<file path="src/rtl/lin_ab_pkg.sv">
package lin_ab_pkg;

   typedef enum logic [2:0] {
      AB_IDLE,
      AB_WAIT_START,
      AB_MEASURE,
      AB_CALC,
      AB_LOAD
   } ab_state_t;

endpackage

</file>
<file path="src/rtl/lin_ab_rxsync.sv">
// Metastability synchronizer for the serial line plus edge detection.
module lin_ab_rxsync #(
   parameter int STAGES = 2
)(
   input  logic clk,
   input  logic rst_n,
   input  logic rx_i,
   output logic fall,
   output logic toggle
);

   if (STAGES < 2) begin : g_bad_stages
      $error("lin_ab_rxsync: STAGES must be at least 2");
   end

   logic [STAGES-1:0] sh_q;
   logic              prev_q;
   logic              rx_s;

   assign rx_s = sh_q[STAGES-1];

   always_ff @(posedge clk or negedge rst_n) begin
      if (!rst_n) begin
         sh_q   <= '1;
         prev_q <= 1'b1;
      end else begin
         sh_q   <= {sh_q[STAGES-2:0], rx_i};
         prev_q <= rx_s;
      end
   end

   assign fall   = prev_q & ~rx_s;
   assign toggle = prev_q ^ rx_s;

endmodule

</file>
<file path="src/rtl/lin_ab_span.sv">
// Span counter, falling-edge counter and inter-edge watchdog.
module lin_ab_span #(
   parameter int CNT_W   = 20,
   parameter int NFALL   = 5,
   parameter int TIMEOUT = 65535,
   localparam int FC_W   = (NFALL > 2) ? $clog2(NFALL) : 1,
   localparam int WD_W   = $clog2(TIMEOUT + 1)
)(
   input  logic             clk,
   input  logic             rst_n,
   input  logic             clr,
   input  logic             run,
   input  logic             wd_run,
   input  logic             fall,
   input  logic             toggle,
   output logic             last,
   output logic             wd_exp,
   output logic [CNT_W-1:0] span_cap
);

   logic [CNT_W-1:0] span_q;
   logic [FC_W-1:0]  fcnt_q;
   logic [WD_W-1:0]  wd_q;

   assign last   = run & fall & (fcnt_q == FC_W'(NFALL - 2));
   assign wd_exp = wd_run & ~toggle & (wd_q == WD_W'(TIMEOUT - 1));

   always_ff @(posedge clk or negedge rst_n) begin
      if (!rst_n) begin
         span_q   <= '0;
         fcnt_q   <= '0;
         span_cap <= '0;
      end else begin
         if (clr) begin
            span_q <= '0;
            fcnt_q <= '0;
         end else if (run) begin
            span_q <= span_q + 1'b1;
            if (fall) fcnt_q <= fcnt_q + 1'b1;
         end
         if (last) span_cap <= span_q + 1'b1;
      end
   end

   always_ff @(posedge clk or negedge rst_n) begin
      if (!rst_n)                wd_q <= '0;
      else if (!wd_run || toggle) wd_q <= '0;
      else                       wd_q <= wd_q + 1'b1;
   end

   // the inter-edge watchdog never runs past its limit
   a_r8_wd_bound: assert property (@(posedge clk) disable iff (!rst_n)
      wd_run |-> (32'(wd_q) < TIMEOUT));

   // the capture completes before the falling-edge count overruns
   a_r4_fall_count: assert property (@(posedge clk) disable iff (!rst_n)
      run |-> (32'(fcnt_q) <= NFALL - 2));

endmodule

</file>
<file path="src/rtl/lin_ab_divcalc.sv">
// Span-to-divisor conversion; rounding variant chosen by parameter.
module lin_ab_divcalc #(
   parameter int CNT_W         = 20,
   parameter int SHIFT         = 7,
   parameter bit ROUND_NEAREST = 1'b1,
   localparam int DIV_W        = CNT_W + 1 - SHIFT
)(
   input  logic [CNT_W-1:0] span,
   output logic [DIV_W-1:0] quo,
   output logic             zero
);

   if (SHIFT < 1 || SHIFT >= CNT_W) begin : g_bad_shift
      $error("lin_ab_divcalc: SHIFT must lie in 1..CNT_W-1");
   end

   if (ROUND_NEAREST) begin : g_nearest
      localparam logic [CNT_W:0] HALF = {{CNT_W{1'b0}}, 1'b1} << (SHIFT - 1);
      logic [CNT_W:0] sum;
      assign sum = {1'b0, span} + HALF;
      assign quo = DIV_W'(sum >> SHIFT);
   end else begin : g_truncate
      assign quo = DIV_W'(span >> SHIFT);
   end

   assign zero = (quo == '0);

endmodule

</file>
<file path="src/rtl/lin_sync_autobaud.sv">
module lin_sync_autobaud
   import lin_ab_pkg::*;
#(
   parameter int CNT_W         = 20,
   parameter int SPAN_BITS     = 8,
   parameter int OSR           = 16,
   parameter int TIMEOUT       = 65535,
   parameter int SYNC_STAGES   = 2,
   parameter bit ROUND_NEAREST = 1'b1,
   parameter int DIV_RESET     = 1,
   localparam int SHIFT        = $clog2(SPAN_BITS * OSR),
   localparam int DIV_W        = CNT_W + 1 - SHIFT
)(
   input  logic             clk,
   input  logic             rst_n,
   input  logic             brk_done,
   input  logic             rx_i,
   output logic [DIV_W-1:0] div_o,
   output logic             div_ld,
   output logic             rx_en,
   output logic             meas_err
);

   localparam int NFALL = SPAN_BITS / 2 + 1;

   if (SPAN_BITS < 2 || (1 << $clog2(SPAN_BITS)) != SPAN_BITS) begin : g_bad_span
      $error("lin_sync_autobaud: SPAN_BITS must be an even power of two");
   end
   if ((1 << $clog2(OSR)) != OSR) begin : g_bad_osr
      $error("lin_sync_autobaud: OSR must be a power of two");
   end
   if (CNT_W > 30 || (longint'(1) << CNT_W) <= longint'(SPAN_BITS) * TIMEOUT) begin : g_bad_cnt
      $error("lin_sync_autobaud: CNT_W too small for SPAN_BITS*TIMEOUT");
   end

   ab_state_t        state_q;
   logic [DIV_W-1:0] div_q;
   logic             err_q;

   logic             rx_fall, rx_tog;
   logic             span_clr, span_run, wd_run, span_last, wd_exp;
   logic [CNT_W-1:0] span_cap;
   logic [DIV_W-1:0] quo;
   logic             quo_zero;

   lin_ab_rxsync #(.STAGES(SYNC_STAGES)) u_sync (
      .clk    (clk),
      .rst_n  (rst_n),
      .rx_i   (rx_i),
      .fall   (rx_fall),
      .toggle (rx_tog)
   );

   assign span_clr = (state_q == AB_WAIT_START) & rx_fall;
   assign span_run = (state_q == AB_MEASURE);
   assign wd_run   = (state_q == AB_WAIT_START) | (state_q == AB_MEASURE);

   lin_ab_span #(.CNT_W(CNT_W), .NFALL(NFALL), .TIMEOUT(TIMEOUT)) u_span (
      .clk      (clk),
      .rst_n    (rst_n),
      .clr      (span_clr),
      .run      (span_run),
      .wd_run   (wd_run),
      .fall     (rx_fall),
      .toggle   (rx_tog),
      .last     (span_last),
      .wd_exp   (wd_exp),
      .span_cap (span_cap)
   );

   lin_ab_divcalc #(.CNT_W(CNT_W), .SHIFT(SHIFT), .ROUND_NEAREST(ROUND_NEAREST)) u_div (
      .span (span_cap),
      .quo  (quo),
      .zero (quo_zero)
   );

   always_ff @(posedge clk or negedge rst_n) begin
      if (!rst_n) begin
         state_q <= AB_IDLE;
         div_q   <= DIV_W'(DIV_RESET);
         err_q   <= 1'b0;
      end else begin
         err_q <= 1'b0;
         case (state_q)
            AB_IDLE:
               if (brk_done) state_q <= AB_WAIT_START;
            AB_WAIT_START:
               if (rx_fall) state_q <= AB_MEASURE;
               else if (wd_exp) begin
                  state_q <= AB_IDLE;
                  err_q   <= 1'b1;
               end
            AB_MEASURE:
               if (span_last) state_q <= AB_CALC;
               else if (wd_exp) begin
                  state_q <= AB_IDLE;
                  err_q   <= 1'b1;
               end
            AB_CALC:
               if (quo_zero) begin
                  state_q <= AB_IDLE;
                  err_q   <= 1'b1;
               end else begin
                  div_q   <= quo;
                  state_q <= AB_LOAD;
               end
            AB_LOAD:
               state_q <= AB_IDLE;
            default:
               state_q <= AB_IDLE;
         endcase
      end
   end

   assign div_o    = div_q;
   assign div_ld   = (state_q == AB_LOAD);
   assign rx_en    = (state_q == AB_IDLE);
   assign meas_err = err_q;

   // an accepted break disables the receiver on the next cycle
   a_r3_break_disables: assert property (@(posedge clk) disable iff (!rst_n)
      (rx_en && brk_done) |=> !rx_en);

   // the load happens only with the receiver off and a nonzero divisor
   a_r5_load_while_off: assert property (@(posedge clk) disable iff (!rst_n)
      div_ld |-> (!rx_en && (div_o != '0)));

   // the receiver comes back one cycle after a single-cycle strobe
   a_r6_reenable: assert property (@(posedge clk) disable iff (!rst_n)
      div_ld |=> (rx_en && !div_ld));

   // an error never coincides with a load and leaves the receiver on
   a_r7_err_no_load: assert property (@(posedge clk) disable iff (!rst_n)
      meas_err |-> (!div_ld && rx_en));

   // the divisor only moves together with the load strobe
   a_r10_div_moves_on_ld: assert property (@(posedge clk) disable iff (!rst_n)
      !$stable(div_o) |-> div_ld);

endmodule

</file>
<file path="config.mk">
export PLATFORM = sky130hd
export DESIGN_NAME = lin_sync_autobaud
export DESIGN_NICKNAME = d
export VERILOG_FILES = /design/src/rtl/lin_ab_pkg.sv /design/src/rtl/lin_ab_rxsync.sv /design/src/rtl/lin_ab_span.sv /design/src/rtl/lin_ab_divcalc.sv /design/src/rtl/lin_sync_autobaud.sv
export SDC_FILE = /design/constraint.sdc
export NUM_CORES = 1
export LEC_CHECK = 0
export BUFFER_PORTS_ARGS = -buffer_cell sky130_fd_sc_hd__buf_2
export CAP_MARGIN = 5
export CORE_ASPECT_RATIO = 1.4
export CORE_UTILIZATION = 60
export CTS_CLUSTER_DIAMETER = 30
export DETAILED_ROUTE_END_ITERATION = 7
export PLACE_DENSITY_LB_ADDON = 0.1
export SLEW_MARGIN = 40
export SYNTH_ARGS = -nofsm -noshare
export SYNTH_HDL_FRONTEND = slang
export SYNTH_HIERARCHICAL = 1
export SYNTH_SLANG_ARGS = --single-unit
</file>
<file path="constraint.sdc">
create_clock -name clk -period 3.1 [get_ports clk]
set_clock_uncertainty 0.15 [all_clocks]
set_input_delay 0.31 -clock clk [delete_from_list [all_inputs] [get_ports clk]]
set_output_delay 0.31 -clock clk [all_outputs]
set_load 0.02 [all_outputs]
</file>
## After elaboration in Yosys (flattened, before gate mapping)

Cells that the tools add are included.

| word-level totals | value |
|---|---|
| input port bits | 4 |
| logic and storage cells | 56 |
| bits in registers | 80 |
| output and inout bits | 17 |

| cells by class | value |
|---|---|
| add/sub/neg operators | 4 |
| bitwise logic cells | 11 |
| reductions and logical operators | 8 |
| equality and inequality tests | 7 |
| multiplexer cells | 17 |

Operators by type and width:

| kind | count |
|---|---|
| two-way mux 20 bit | 2 |
| two-way mux 3 bit | 8 |
| adder 20 x 7 -> 21 bit (second input constant) | 1 |
| adder 20 x 1 -> 20 bit (second input constant) | 1 |
| adder 16 x 1 -> 16 bit (second input constant) | 1 |
| equality test 16 bit (second input constant) | 1 |
| two-way mux 16 bit | 1 |
| zero test 14 bit | 1 |
| case mux 3 bit (4 select lines) | 1 |
| equality test 3 x 2 -> 1 bit (second input constant) | 3 |
| bitwise AND 1 bit | 6 |
| two-way mux 1 bit | 4 |
| AND reduction 2 bit | 2 |
| nonzero test 2 bit | 2 |
| adder 3 x 1 -> 3 bit (second input constant) | 1 |
| equality test 3 x 1 -> 1 bit (second input constant) | 1 |
| equality test 3 bit (second input constant) | 1 |
| zero test 3 bit | 1 |
| NOT 1 bit | 3 |
| case mux 1 bit (3 select lines) | 1 |
| inequality test 2 bit (second input constant) | 1 |
| zero test 1 bit | 1 |
| logical OR 1 bit | 1 |
| bitwise OR 1 bit | 1 |
| XOR 1 bit | 1 |

## Logic depth before layout (Yosys ltp)

Gate-level depths: netlist (run 1).

| depth | value |
|---|---|
| word-level depth | 7 |
| depth in mapped cells | 10 |
| depth with buffers taken out | 9 |

## By module

The synthesis (run 1) kept the hierarchy.

By module, submodules not included:

| module | seq. area each (um^2) | cells an instance | area each (um^2) | instances |
|---|---|---|---|---|
| lin_ab_span | 1,476.4 | 326 | 3,056.7 | 1 |
| lin_sync_autobaud | 451.7 | 58 | 842.1 | 1 |
| lin_ab_divcalc | 0.0 | 64 | 424.2 | 1 |
| lin_ab_rxsync | 78.8 | 6 | 98.8 | 1 |

## Worst setup path after synthesis (run 1)

No wires, ideal clock.

| timing | value |
|---|---|
| path kind | register -> register |
| from | register u_span.span_cap[7] |
| to | register div_q[10], in the netlist div_o[10] |
| stages on the path, launching flop included | 11 |
| required time | 2.825 ns |
| arrival | 2.407 ns |
| clock period less this slack | 2.682 ns |
| setup time | 0.125 ns |
| slack | 0.418 ns |
| path buffers | 2 |
| cells stage by stage | dfrtp_1 > ha_1 > nand3_2 > or3_4 > nor2_1 > xor2_1 > nor4_2 > and4bb_1 > buf_6 > buf_12 > mux2_4 |

| on the way | value |
|---|---|
| cells in the longest elaborated chain, start to end | 4 |

RTL lines:

| element | RTL line | source |
|---|---|---|
| from (decl) | lin_ab_span.sv:18 | `output logic [CNT_W-1:0] span_cap` |
| from (signal assigned) | lin_ab_span.sv:41 | `if (last) span_cap <= span_q + 1'b1;` |
| adder 20 x 7 -> 21 bit | lin_ab_divcalc.sv:20 | `assign sum = {1'b0, span} + HALF;` |
| named net quo[11] | lin_sync_autobaud.sv:43 | `logic [DIV_W-1:0] quo;` |
| zero test 14 bit | lin_ab_divcalc.sv:26 | `assign zero = (quo == '0);` |
| named net quo_zero | lin_sync_autobaud.sv:44 | `logic quo_zero;` |
| NOT 1 bit (no source line) | n/a |  |
| AND reduction 2 bit (no source line) | n/a |  |
| to (signal assigned) | lin_sync_autobaud.sv:80 | `div_q <= DIV_W'(DIV_RESET);` |
| to (signal assigned) | lin_sync_autobaud.sv:104 | `div_q <= quo;` |
| to (decl) | lin_sync_autobaud.sv:37 | `logic [DIV_W-1:0] div_q;` |

The timed path passes the listed nets, and every way through them passes these cells.
A chain may end at the register's enable or synchronous reset.

## Final worst setup path (run 1)

| timing | value |
|---|---|
| from | register u_span.span_cap[6] |
| to | register div_q[13], in the netlist div_o[13] |

Same word-level chain as after synthesis.

==> results of run 1 <==
==> power groups by stage <==
| stage | registers, mW | logic [mW] | clock network, mW |
|---|---|---|---|
| 3_5_place_dp | 1.13 | 0.363 | 0 |
| 6_report | 1.12 | 0.362 | 0.771 |
| 4_1_cts | 1.12 | 0.367 | 0.792 |
| 3_3_place_gp | 1.13 | 0.354 | 0 |
| 2_1_floorplan | 1.09 | 0.331 | 0 |
| 5_1_grt | 1.13 | 0.411 | 0.838 |
==> worst min-delay path, stage by stage <==
cell and delay, ps:
buf_2 100, nand2b_1 60, a21o_1 100, a21oi_1 50
==> cells in the final DEF, fill, tap and decap left out, types with 3 or more instances in the layout <==
cell	count
or3_1	18
dfrtp_1	70
a21oi_1	21
xnor2_1	14
clkbuf_8	10
nand3b_1	3
buf_2	20
mux2_4	9
a31oi_1	7
o21ai_0	26
nand3_1	30
nand4_1	13
xor2_1	23
nand2_1	36
inv_1	9
ha_1	7
buf_4	6
nor3_1	4
and3_1	8
or4_1	4
mux2_2	8
nand2b_1	3
o31ai_1	3
nor2b_1	4
nor4_1	6
dfstp_2	4
nor2_1	34
==> state kept, by name, indices dropped and copies added (netlist names) <==
signal / cells
u_sync/sh_q: 2
u_span/fcnt_q: 3
u_span/span_q: 20
meas_err: 1
u_sync/prev_q: 1
u_span/wd_q: 16
u_span/span_cap: 14
state_q: 3
div_o: 14
==> through the flow <==
stage / util (%) / hold slack [ps]
5_1_grt: 67.16 / 154.9
3_5_place_dp: 63.80 / 208.4
3_3_place_gp: 63.80 / 205.4
6_report: 67.16 / 148.7
4_1_cts: 67.16 / 136.4
2_1_floorplan: - / -135.6
==> what timing repair did <==
item	4_1_cts	5_1_grt
endpoints found under the hold margin	29	0
hold buffers	2	0
endpoints found under the setup margin	0	0
==> layout make-up <==
type                            instances  share of cell area (%)
Clock buffer                           11                   3.163
Timing Repair Buffer                   29                   4.142
Inverter                               10                  0.8396
Multi-Input combinational cell        316                   46.35
Clock inverter                          5                   1.399
Sequential cell                        74                   41.53
Tap cell                               92                   2.575
==> final timing paths <==
| path | to | slack, ps | cells after the start |
|---|---|---|---|
| setup / recovery | div_o[13] | 250 | 9 |
| hold / removal | state_q[0] | 150 | 4 |
| setup reg to reg | div_o[13] | 250 | 9 |
| hold reg to reg | u_sync/prev_q | 220 | 0 |
| max in group asynchronous | u_sync/sh_q[1] | 1700 | 3 |
| min in group asynchronous | div_o[2] | 380 | 2 |
==> per-layer routing <==
layer / routed length (um) / up-vias
met1: 3562 / 1452
met2: 3550 / 53
li1: - / 1538
met4: 118 / 0
met3: 215 / 10
met5: 0 / -
==> impl_metrics.json, run 1 <==
{
  "globalplace.congestion": 0.8337,
  "maxCapViolCount": 0,
  "gr-usage-met2_pct": 37.74,
  "path_buf_inv": 1,
  "slowest_stage": "or3_4",
  "tns_ps": 0,
  "startpoint": "u_span/span_cap[6]",
  "clock_latency_ps": 350,
  "dpl.hpwl_mm": 5.354,
  "p_clk_share_pct": 34.3,
  "drt-total-wl_mm": 7.446,
  "die-area_sq_mm": 0.007299,
  "fp.dieH_um": 100.7,
  "syn-cell-area_sq_mm": 0.004174,
  "total_power_mw": 2.248,
  "p_per_area_mw_per_mm2": 502.8,
  "intPower_mw": 1.571,
  "critPathTopFamily": "simple AND/OR/NAND/NOR gates",
  "cp.arrival_ps": 2940,
  "postCtsSetupBuffers": 0,
  "via_per_inst": 5.685,
  "synthesis.instances": 429,
  "grt_pass1_vias": 2873,
  "drt_iter0_markers": 181,
  "setup_viol": 0,
  "grt_antenna_before_repair": 0,
  "top_usage_layer": "met2",
  "reg2reg_from": "u_span/span_cap[6]",
  "critical_path.cell_chain": "ha_1 -> nand3_2 -> or3_4 -> nor2_1 -> xor2_1 -> nor4_2 -> and4bb_1 -> buf_4 -> mux2_2",
  "drv_slew": 0,
  "vias": 3053,
  "io_pins": 21,
  "clock-sinks": 74,
  "vdd_drop_max_mv": 0.3846,
  "cts_resized": 0,
  "slew_headroom_pct": 49.83,
  "fin_ws_ps": 248.6,
  "p_seq_share_pct": 49.6,
  "drt-wirelength-per-cell_um": 13.87,
  "dpl.cell_count": 519,
  "synth_nets": 440,
  "core-area_sq_mm": 0.006656,
  "path_class": "flop to flop",
  "htree_levels": 3,
  "overflow": 0,
  "place_ws_ps": 265.0,
  "multi_input_area_sq_mm": 0.002072,
  "final_area_sq_mm": 0.004471,
  "start_kind": "flop",
  "path_max_fanout": 11,
  "hp-start": "brk_done",
  "area_growth_pct": 7.104,
  "cts_tree": "built",
  "syn_avg_cell_area_sq_um": 9.730,
  "fill_cells": 572,
  "switching_share_pct": 30.11,
  "worstPathRequired_ps": 3180,
  "grt_max_degree": 46,
  "drc": 0,
  "hold_violations": 0,
  "grt_use_met3_pct": 5.100,
  "yosysWarnings": 6,
  "fin_crit_ps": 2851,
  "p_sw_mw": 0.6769,
  "root_buffer": "clkbuf_8",
  "drive_gt1_share_pct": 17.75,
  "rsz0062_at_grt": "false",
  "max_stage_delay_ps": 420,
  "nets": 451,
  "cts_inserted_buffers": 9,
  "start_util_pct": 62.71,
  "ant_nets": 0,
  "final_cells": 537,
  "ff_latch_area_sq_mm": 0.001857,
  "drtPass1Iterations": 6,
  "p_leak_nw": 1.925,
  "worst_slew_pin_slew_ps": 745.7,
  "path_clk_slew_ps": 80,
  "outcome": "complete, no violations",
  "grt_pass1_wl_mm": 12.97,
  "port_buffers": 20,
  "track_usage_pct": 22.84,
  "cts_buffer_depth": 2,
  "clock.fmax_mhz": 350.7,
  "row_count": 35,
  "finalCritPeriodShare_pct": 91.98,
  "die_x_um": 72.49,
  "crit_path_end_kind": "flop",
  "met1_usage_pct": 29.07,
  "diodes": 0,
  "worst_hold_path_type": "primary input to flop",
  "place_area_sq_mm": 0.004247,
  "comb_power_share_pct": 16.1
}
(Power assumes the default switching activity.)
==> run 2, diff against run 1 <==
clock period = 2.95 ns   (was 3.1 ns; I/O delays follow)
==> run 2 against run 1 <==
Global-route usage is 0.99 points higher. Setup slack worse by 120 ps. Largest cell class unchanged. Highest routed layer unchanged. Cell count is 0.93% higher. Critical endpoint unchanged. Maximum frequency is 1.2% higher. Critical path type unchanged. Combinational power is 7.2% higher. Core utilization is 0.32 points higher. Total power is 1.2% higher. Largest power group unchanged. Sequential share of layout area is 0.20 points lower. Flip-flop and latch count stayed put. Critical path depth stayed put. Via count is 2.1% higher.
==> impl_metrics.json, run 2 (synthesis gave the netlist of run 1 again) <==
{
  "clock.fmax_mhz": 354.9,
  "p_per_area_mw_per_mm2": 506.3,
  "drtPass1Iterations": 5,
  "grt_max_degree": 45,
  "via_per_inst": 5.749,
  "worst_slew_pin_slew_ps": 724.4,
  "startpoint": "u_span/span_cap[7]",
  "start_kind": "flop",
  "worst_hold_path_type": "primary input to flop",
  "slew_headroom_pct": 51.26,
  "ff_latch_area_sq_mm": 0.001857,
  "fp.dieH_um": 100.7,
  "vias": 3116,
  "rsz0062_at_grt": "false",
  "drc": 0,
  "globalplace.congestion": 0.7883,
  "clock-sinks": 74,
  "fill_cells": 570,
  "cts_buffer_depth": 2,
  "drt_iter0_markers": 118,
  "regMostFlops": "u_span/span_q",
  "overflow": 0,
  "core-area_sq_mm": 0.006656,
  "drt-wirelength-per-cell_um": 14.56,
  "vdd_drop_max_mv": 0.2946,
  "ant_nets": 0,
  "start_util_pct": 62.71,
  "grt_use_met3_pct": 2.700,
  "fin_crit_ps": 2818,
  "die-area_sq_mm": 0.007299,
  "gr-usage-met2_pct": 40.98,
  "area_growth_pct": 7.614,
  "hold_violations": 0,
  "p_leak_nw": 1.937,
  "reg2reg_from": "u_span/span_cap[7]",
  "diodes": 0,
  "port_buffers": 20,
  "crit_path_end_kind": "flop",
  "top_usage_layer": "met2",
  "tns_ps": 0,
  "layout_commonest_cell": "dfrtp_1",
  "drv_slew": 0,
  "htree_levels": 3,
  "outcome": "complete, no violations",
  "drt-total-wl_mm": 7.891,
  "track_usage_pct": 23.83,
  "root_buffer": "clkbuf_8",
  "finalCritPeriodShare_pct": 95.52,
  "path_max_fanout": 11,
  "largest_register_ffs": 20,
  "place_area_sq_mm": 0.004269,
  "largestRegisters": "u_span/span_q (20), u_span/wd_q (16)",
  "cp.arrival_ps": 2900,
  "worstPathRequired_ps": 3030,
  "grt_pass1_vias": 3055,
  "maxCapViolCount": 0,
  "drive_gt1_share_pct": 19.33,
  "cts_tree": "built",
  "dpl.hpwl_mm": 5.638,
  "grt_antenna_before_repair": 0,
  "path_clk_slew_ps": 80,
  "layout_common_cells": "dfrtp_1 (70), nand2_1 (36), nor2_1 (34)",
  "final_area_sq_mm": 0.004492,
  "multi_input_area_sq_mm": 0.002081,
  "grt_pass1_wl_mm": 13.51,
  "setup_viol": 0,
  "die_x_um": 72.49,
  "nets": 456,
  "io_pins": 21,
  "path_class": "flop to flop",
  "met1_usage_pct": 29.09,
  "cts_inserted_buffers": 9,
  "row_count": 35,
  "hp-start": "brk_done",
  "whs_ps": 126.4,
  "clock_latency_ps": 350
}
==> run 2: worst paths after layout <==
| kind | end | cells after the start | slack (ps) |
|---|---|---|---|
| hold reg to reg | u_sync/prev_q | 0 | 220 |
| setup reg to reg | div_o[13] | 9 | 130 |
| setup / recovery | div_o[13] | 9 | 130 |
| min in group asynchronous | div_o[4] | 2 | 400 |
| max in group asynchronous | u_sync/sh_q[0] | 3 | 1520 |
| hold / removal | state_q[0] | 4 | 130 |
==> run 2: repair_timing <==
action | CTS | global route
buffers inserted | 0 | 2
endpoints found under the hold margin | 29 | 0
resized for setup | 0 | 2
hold buffers | 2 | 0
endpoints found under the setup margin | 0 | 10
==> run 2: metal layers <==
metal / routed length, um / share of wire (%)
met1: 3519 / 45
met2: 4002 / 51
met4: 172 / 2.2
met5: 0 / 0
met3: 197 / 2.5
==> run 2: where the power goes <==
| group | leakage, nW | internal, mW | switching, mW |
|---|---|---|---|
| clock | 0.0847 | 0.328 | 0.384 |
| combinational | 0.840 | 0.152 | 0.236 |
| sequential | 1.01 | 1.08 | 0.0935 |
| total | 1.94 | 1.56 | 0.713 |
==> run 2: worst max-delay path, cell delays in order, from the launching register on <==
cell and delay, ps:
dfrtp_1 410, ha_2 250, nand3_2 130, or3_4 420, nor2_1 120, xor2_1 260, nor4_2 90, and4bb_1 300
buf_4 220, mux2_2 350
==> run 2: stage by stage <==
| step | instances | utilization [%] | worst slack [ps] | power, mW |
|---|---|---|---|---|
| floorplan | 429 | - | 268.1 | 1.492 |
| global placement | 522 | 64.14 | 221.6 | 1.562 |
| detailed placement | 522 | 64.14 | 105.4 | 1.580 |
| CTS | 540 | 67.12 | 92.60 | 2.299 |
| global route | 542 | 67.48 | 9.563 | 2.407 |
| finish | 542 | 67.48 | 132.2 | 2.274 |
==> run 2: cell type report <==
class / count / area share, %
timing repair buffer: 34 / 4.958
tap: 92 / 2.563
sequential: 74 / 41.34
clock buffer: 10 / 3.064
multi-input combinational: 316 / 46.32
clock inverter: 6 / 0.9192
inverter: 10 / 0.8357
